[src/rtl/updn_cnt_pkg.sv]
package updn_cnt_pkg;

   typedef enum logic [1:0] {
      OP_HOLD = 2'd0,
      OP_INC  = 2'd1,
      OP_DEC  = 2'd2,
      OP_LOAD = 2'd3
   } cnt_op_e;

   // Load wins over counting; counting needs both enables low.
   function automatic cnt_op_e pick_op(input logic load_n,
                                       input logic cnt_en_n,
                                       input logic chain_en_n,
                                       input logic count_up);
      if (!load_n)
         return OP_LOAD;
      if (cnt_en_n || chain_en_n)
         return OP_HOLD;
      return count_up ? OP_INC : OP_DEC;
   endfunction

endpackage

[src/rtl/updn_step_logic.sv]
module updn_step_logic
   import updn_cnt_pkg::*;
#(
   parameter int WIDTH     = 4,
   parameter bit LOOKAHEAD = 1'b1
) (
   input  cnt_op_e          op,
   input  logic [WIDTH-1:0] cur,
   input  logic [WIDTH-1:0] din,
   output logic [WIDTH-1:0] nxt
);

   if (WIDTH < 1 || WIDTH > 32) begin : g_bad_width
      $error("updn_step_logic: WIDTH must be 1..32");
   end

   logic             dir_up;
   logic [WIDTH-1:0] stepped;

   assign dir_up = (op == OP_INC);

   if (LOOKAHEAD) begin : g_lookahead
      // Each bit flips when every lower bit is at the terminal level
      logic [WIDTH-1:0] ones_below;
      logic [WIDTH-1:0] zeros_below;
      logic [WIDTH-1:0] flip;

      assign ones_below[0]  = 1'b1;
      assign zeros_below[0] = 1'b1;
      for (genvar i = 1; i < WIDTH; i++) begin : g_prefix
         assign ones_below[i]  = ones_below[i-1]  &  cur[i-1];
         assign zeros_below[i] = zeros_below[i-1] & ~cur[i-1];
      end
      for (genvar i = 0; i < WIDTH; i++) begin : g_flip
         assign flip[i] = dir_up ? ones_below[i] : zeros_below[i];
      end
      assign stepped = cur ^ flip;
   end else begin : g_arith
      assign stepped = dir_up ? (cur + WIDTH'(1)) : (cur - WIDTH'(1));
   end

   always_comb begin
      unique case (op)
         OP_LOAD:        nxt = din;
         OP_INC, OP_DEC: nxt = stepped;
         default:        nxt = cur;
      endcase
   end

endmodule

[src/rtl/updn_state_reg.sv]
module updn_state_reg #(
   parameter int WIDTH = 4
) (
   input  logic             clk,
   input  logic [WIDTH-1:0] nxt,
   output logic [WIDTH-1:0] q
);

   if (WIDTH < 1) begin : g_bad_width
      $error("updn_state_reg: WIDTH must be positive");
   end

   // No reset by design: the first synchronous load defines the state.
   always_ff @(posedge clk) begin
      q <= nxt;
   end

endmodule

[src/rtl/updn_terminal_decode.sv]
module updn_terminal_decode #(
   parameter int WIDTH = 4
) (
   input  logic [WIDTH-1:0] q,
   input  logic             count_up,
   input  logic             chain_en_n,
   output logic             carry_n
);

   localparam logic [WIDTH-1:0] TOP_VAL = {WIDTH{1'b1}};
   localparam logic [WIDTH-1:0] BOT_VAL = '0;

   logic at_top;
   logic at_bot;
   logic term_hit;

   // Decoded from registered bits only, so no counting glitch reaches carry_n
   assign at_top   = (q == TOP_VAL);
   assign at_bot   = (q == BOT_VAL);
   assign term_hit = count_up ? at_top : at_bot;
   assign carry_n  = ~(~chain_en_n & term_hit);

endmodule

[src/rtl/updn_cascade_counter.sv]
module updn_cascade_counter
   import updn_cnt_pkg::*;
#(
   parameter int WIDTH     = 4,
   parameter bit LOOKAHEAD = 1'b1
) (
   input  logic             clk,
   input  logic             load_n,
   input  logic             cnt_en_n,
   input  logic             chain_en_n,
   input  logic             count_up,
   input  logic [WIDTH-1:0] din,
   output logic [WIDTH-1:0] q,
   output logic             carry_n
);

   localparam logic [WIDTH-1:0] ALL_ONES = {WIDTH{1'b1}};

   if (WIDTH < 1 || WIDTH > 32) begin : g_bad_width
      $error("updn_cascade_counter: WIDTH must be 1..32");
   end

   cnt_op_e          op;
   logic [WIDTH-1:0] nxt;

   assign op = pick_op(load_n, cnt_en_n, chain_en_n, count_up);

   updn_step_logic #(
      .WIDTH     (WIDTH),
      .LOOKAHEAD (LOOKAHEAD)
   ) u_step (
      .op  (op),
      .cur (q),
      .din (din),
      .nxt (nxt)
   );

   updn_state_reg #(
      .WIDTH (WIDTH)
   ) u_reg (
      .clk (clk),
      .nxt (nxt),
      .q   (q)
   );

   updn_terminal_decode #(
      .WIDTH (WIDTH)
   ) u_term (
      .q          (q),
      .count_up   (count_up),
      .chain_en_n (chain_en_n),
      .carry_n    (carry_n)
   );

   // Checks are armed once a load has defined the state.
   logic chk_armed = 1'b0;
   always_ff @(posedge clk) begin
      if (!load_n)
         chk_armed <= 1'b1;
   end

   p_hold_r2: assert property (@(posedge clk) disable iff (!chk_armed)
      (load_n && (cnt_en_n || chain_en_n)) |=> (q == $past(q)));

   p_inc_wrap_r3: assert property (@(posedge clk) disable iff (!chk_armed)
      (load_n && !cnt_en_n && !chain_en_n && count_up) |=> (q == $past(q) + WIDTH'(1)));

   p_dec_wrap_r4: assert property (@(posedge clk) disable iff (!chk_armed)
      (load_n && !cnt_en_n && !chain_en_n && !count_up) |=> (q == $past(q) - WIDTH'(1)));

   p_load_first_r5: assert property (@(posedge clk) disable iff (!chk_armed)
      (!load_n) |=> (q == $past(din)));

   p_carry_gated_r6: assert property (@(posedge clk) disable iff (!chk_armed)
      chain_en_n |-> carry_n);

   p_carry_top_r7: assert property (@(posedge clk) disable iff (!chk_armed)
      (!chain_en_n && count_up && q == ALL_ONES) |-> !carry_n);

   p_carry_bot_r7: assert property (@(posedge clk) disable iff (!chk_armed)
      (!chain_en_n && !count_up && q == '0) |-> !carry_n);

   p_carry_only_term_r7: assert property (@(posedge clk) disable iff (!chk_armed)
      (!carry_n) |-> (count_up ? (q == ALL_ONES) : (q == '0)));

endmodule

[config.mk]
export PLATFORM = sky130hd
export DESIGN_NAME = updn_cascade_counter
export DESIGN_NICKNAME = d
export VERILOG_FILES = /design/src/rtl/updn_cnt_pkg.sv /design/src/rtl/updn_step_logic.sv /design/src/rtl/updn_state_reg.sv /design/src/rtl/updn_terminal_decode.sv /design/src/rtl/updn_cascade_counter.sv
export SDC_FILE = /design/constraint.sdc
export NUM_CORES = 1
export LEC_CHECK = 0
export BUFFER_PORTS_ARGS = -buffer_cell sky130_fd_sc_hd__buf_4
export CORE_AREA = 2 2 39 41
export CTS_BUF_LIST = sky130_fd_sc_hd__clkbuf_2 sky130_fd_sc_hd__clkbuf_4 sky130_fd_sc_hd__clkbuf_8
export DETAILED_ROUTE_END_ITERATION = 8
export DIE_AREA = 0 0 41 43
export GPL_TIMING_DRIVEN = 0
export RECOVER_POWER = 100
export SLEW_MARGIN = 20
export SYNTH_ARGS = -nofsm -noshare
export SYNTH_HDL_FRONTEND = slang
export SYNTH_SLANG_ARGS = --single-unit
[constraint.sdc]
create_clock -name clk -period 4.7 [get_ports clk]
set_input_delay 0.705 -clock clk [delete_from_list [all_inputs] [get_ports clk]]
set_output_delay 0.705 -clock clk [all_outputs]
set_load 0.02 [all_outputs]
==> impl_metrics.prom <==
# TYPE chip_impl_metric gauge
chip_impl_info{name="run_status",value="finished clean"} 1
chip_impl_metric{name="num_vias",unit=""} 330
chip_impl_metric{name="buffer_count_from_post_cts_setup_fixing",unit=""} 0
chip_impl_metric{name="average_footprint_of_a_synthesized_cell",unit="µm²"} 9.015
chip_impl_metric{name="route.detailed.drc",unit=""} 0
chip_impl_metric{name="worst_ep_arrival_time",unit="ps"} 1580
chip_impl_info{name="largestRegisters",value="u_reg.q x4"} 1
chip_impl_metric{name="synthesized_area_fraction_occupied_by_xor_and_xnor_cells",unit="%"} 4.982
chip_impl_metric{name="ant_nets",unit=""} 0
chip_impl_info{name="crit_chain",value="or3_2 > nor3_1 > o21bai_1 > clkbuf_1"} 1
chip_impl_metric{name="htree_levels",unit=""} 1
chip_impl_metric{name="grt_start_max_net_pins",unit=""} 9
chip_impl_metric{name="worst_clock_skew",unit="ps"} 4.729
chip_impl_metric{name="cts-root-to-sink-buffers",unit=""} 2
chip_impl_metric{name="totalNegativeSetupSlack",unit="ps"} 0
chip_impl_metric{name="die_h",unit="µm"} 43
chip_impl_info{name="worst_setup_path_end_kind",value="primary output"} 1
chip_impl_metric{name="ys_async_sr_fraction",unit="%"} 0
chip_impl_metric{name="timing.hold.worst_path_depth",unit=""} 2
chip_impl_metric{name="syn-cell-area",unit="µm²"} 351.6
chip_impl_metric{name="seq_area_frac_synth",unit="%"} 34.16
chip_impl_info{name="largest_register",value="u_reg.q"} 1
chip_impl_metric{name="total_routing_usage_gr",unit="%"} 10.10
chip_impl_metric{name="synth_fa_ha_area_share",unit="%"} 7.117
chip_impl_info{name="criticalPathCategory",value="flip-flop to primary output"} 1
chip_impl_metric{name="holdBufCountCts",unit=""} 0
chip_impl_metric{name="power.density",unit="nW/µm²"} 347.4
chip_impl_metric{name="largest_reg_flops",unit=""} 4
chip_impl_metric{name="synth-edff-count",unit=""} 4
chip_impl_metric{name="ys_ff_latch",unit=""} 4
chip_impl_metric{name="detailed_route_iter0_violations",unit=""} 9
chip_impl_metric{name="clock.fmax",unit="MHz"} 438.2
chip_impl_metric{name="final_max_slew_viol_count",unit=""} 0
chip_impl_metric{name="numPortBuffers",unit=""} 13
chip_impl_metric{name="wl_per_cell",unit="µm"} 9.225
chip_impl_metric{name="final.period_utilization",unit="%"} 48.55
chip_impl_metric{name="grt_antenna_before_repair",unit=""} 0
chip_impl_metric{name="worst_r2r_path_depth",unit=""} 4
chip_impl_metric{name="grt_first_pass_wirelength",unit="µm"} 1207
chip_impl_metric{name="crit_path_max_cell_delay",unit="ps"} 480
chip_impl_metric{name="number_of_global_route_vias_before_repair",unit=""} 314
chip_impl_metric{name="drtPass1Iterations",unit=""} 4
chip_impl_metric{name="cts.sink_count",unit=""} 4
chip_impl_metric{name="start_util",unit="%"} 25.41
chip_impl_metric{name="worst_rel_slew_slack",unit="%"} 79.00
chip_impl_metric{name="final.min_clock_period",unit="ps"} 2282
chip_impl_metric{name="static-leakage-power",unit="nW"} 0.1895
chip_impl_metric{name="detailed_place_hpwl",unit="µm"} 546.9
chip_impl_metric{name="i_o_pins",unit=""} 14
chip_impl_metric{name="fp-row-count",unit=""} 14
chip_impl_metric{name="post_route_cells_drive_above_1_share",unit="%"} 23.64
chip_impl_metric{name="mux_cell_area_share_after_synthesis",unit="%"} 2.847
chip_impl_metric{name="globalplace.congestion",unit=""} 0.6178
chip_impl_metric{name="coreArea",unit="µm²"} 1384
chip_impl_metric{name="post_layout_net_count",unit=""} 68
chip_impl_metric{name="worst-endpoint-required",unit="ps"} 3990
chip_impl_metric{name="area.growth.synth_to_final",unit="%"} 32.03
chip_impl_info{name="synth_top_family_by_area",value="simple AND/OR/NAND/NOR gates"} 1
chip_impl_metric{name="placedInstanceArea",unit="µm²"} 469.2
chip_impl_metric{name="max_cap_viol_count",unit=""} 0
chip_impl_metric{name="detail_route.wirelength",unit="µm"} 655
chip_impl_metric{name="postLayoutCoreUtil",unit="%"} 33.54
chip_impl_metric{name="clock_latency_of_the_later_clocked_register_in_the_worst_skew_pair",unit="ps"} 230
chip_impl_info{name="cp-start-kind",value="flip-flop"} 1
chip_impl_info{name="worst_hold_path_type",value="flip-flop to flip-flop"} 1
chip_impl_metric{name="timing.hold.ws",unit="ps"} 718.3
chip_impl_metric{name="vdd.ir_drop.worst",unit="mV"} 0.1700
chip_impl_metric{name="complex_gate_fraction_of_the_synthesized_area",unit="%"} 13.88
chip_impl_metric{name="hold_viol",unit=""} 0
chip_impl_metric{name="antenna-diode-count",unit=""} 0
chip_impl_metric{name="post_layout_nonfiller_instances",unit=""} 71
chip_impl_info{name="commonest_cells_after_routing_fill_and_taps_aside",value="7 x sky130_fd_sc_hd__clkbuf_1, 7 x sky130_fd_sc_hd__buf_4, 4 x sky130_fd_sc_hd__nand2_1, 4 x sky130_fd_sc_hd__edfxtp_1"} 1
chip_impl_metric{name="dieArea",unit="µm²"} 1763
chip_impl_metric{name="grt_overflow_total",unit=""} 0
chip_impl_metric{name="measured_slew_at_the_worst_slew_check_pin",unit="ps"} 312.2
chip_impl_info{name="slowest_stage",value="sky130_fd_sc_hd__edfxtp_1"} 1
chip_impl_metric{name="postCtsResizedCells",unit=""} 0
chip_impl_metric{name="postSynthCellCount",unit=""} 39
chip_impl_metric{name="die-width",unit="µm"} 41
chip_impl_info{name="rsz0062_at_grt",value="no"} 1
chip_impl_info{name="cts_tree",value="done"} 1
chip_impl_metric{name="critical_path.max_fanout",unit=""} 8
chip_impl_metric{name="synth_simple_gate_area_share",unit="%"} 30.60
chip_impl_metric{name="finalSetupViolations",unit=""} 0
chip_impl_metric{name="placed_cells_incl_taps",unit=""} 68
chip_impl_metric{name="post_synth_num_cell_types",unit=""} 25
chip_impl_metric{name="ys_warn_count",unit=""} 0
chip_impl_metric{name="stdcell_area",unit="µm²"} 464.2
chip_impl_info{name="cts.root.buffer_cell",value="sky130_fd_sc_hd__clkbuf_4"} 1
chip_impl_metric{name="mappedNetlistNets",unit=""} 50
chip_impl_metric{name="viasPerCell",unit=""} 4.648
chip_impl_info{name="ys.flop_type",value="sky130_fd_sc_hd__edfxtp_1"} 1
chip_impl_metric{name="cts_buffers",unit=""} 3
chip_impl_metric{name="worst_setup_hold_path_clk_slew",unit="ps"} 30
==> final timing paths <==
path                         from              endpoint  slack [ps]
max          u_reg.q[1]$_DFFE_PP_               carry_n        2420
min          u_reg.q[0]$_DFFE_PP_  u_reg.q[0]$_DFFE_PP_         720
max reg2reg  u_reg.q[0]$_DFFE_PP_  u_reg.q[2]$_DFFE_PP_        3200
min reg2reg  u_reg.q[0]$_DFFE_PP_  u_reg.q[0]$_DFFE_PP_         720
==> layer usage <==
layer,global-route usage (%),wire length (µm)
met1,13.44,302
met2,13.75,306
met3,4.712,46
met4,4.000,0
met5,0,0
==> report_power, final <==
group,internal (W),switching (W),total [W]
Clock,0.0000285,0.0000129,0.0000414
Combinational,0.0000268,0.0000315,0.0000583
Sequential,0.0000507,0.0000108,0.0000615
Total,0.000106,0.0000553,0.000161
==> cells by family after synthesis <==
logic type,after synthesis
compound gates,7
buf+inv,4
xor+xnor,2
simple gates,19
flops,4
fa+ha+maj,2
mux,1
==> per-stage QoR <==
step	setup WS, ps	power [W]
2_1_floorplan	2507	0.0001044
3_3_place_gp	2317	0.0001287
3_5_place_dp	2305	0.0001297
4_1_cts	2406	0.0001726
5_1_grt	2323	0.0001728
6_report	2418	0.0001612
==> synthesized netlist by cell type, types with 2 or more instances <==
master / number / area [µm²]
sky130_fd_sc_hd__ha_1: 2 / 25.02
sky130_fd_sc_hd__nor2b_1: 2 / 12.51
sky130_fd_sc_hd__xnor2_1: 2 / 17.52
sky130_fd_sc_hd__edfxtp_1: 4 / 120.1
sky130_fd_sc_hd__nand2_1: 4 / 15.01
sky130_fd_sc_hd__o21ai_0: 2 / 10.01
sky130_fd_sc_hd__nor3_1: 2 / 10.01
sky130_fd_sc_hd__nor2_1: 3 / 11.26
sky130_fd_sc_hd__inv_1: 2 / 7.510
==> final cells by class <==
cell class	instances	area [µm²]
flip-flops and latches	4	120.1
multi-input cells	31	203.9
well taps	16	20.02
fillers	144	919.6
plain buffers	2	15.01
inverters	2	7.507
clock buffers	3	22.52
repair buffers	13	75.07
==> worst max-delay path: cells and delay by family (launching register included) <==
kind                   cells  cell delay [ps]
flip-flops                 1              480
AND/OR/NAND/NOR            2              620
AO/OA/AOI/OAI              1               80
buffers and inverters      1              170
Note: power is estimated with default switching activity, not from simulation.
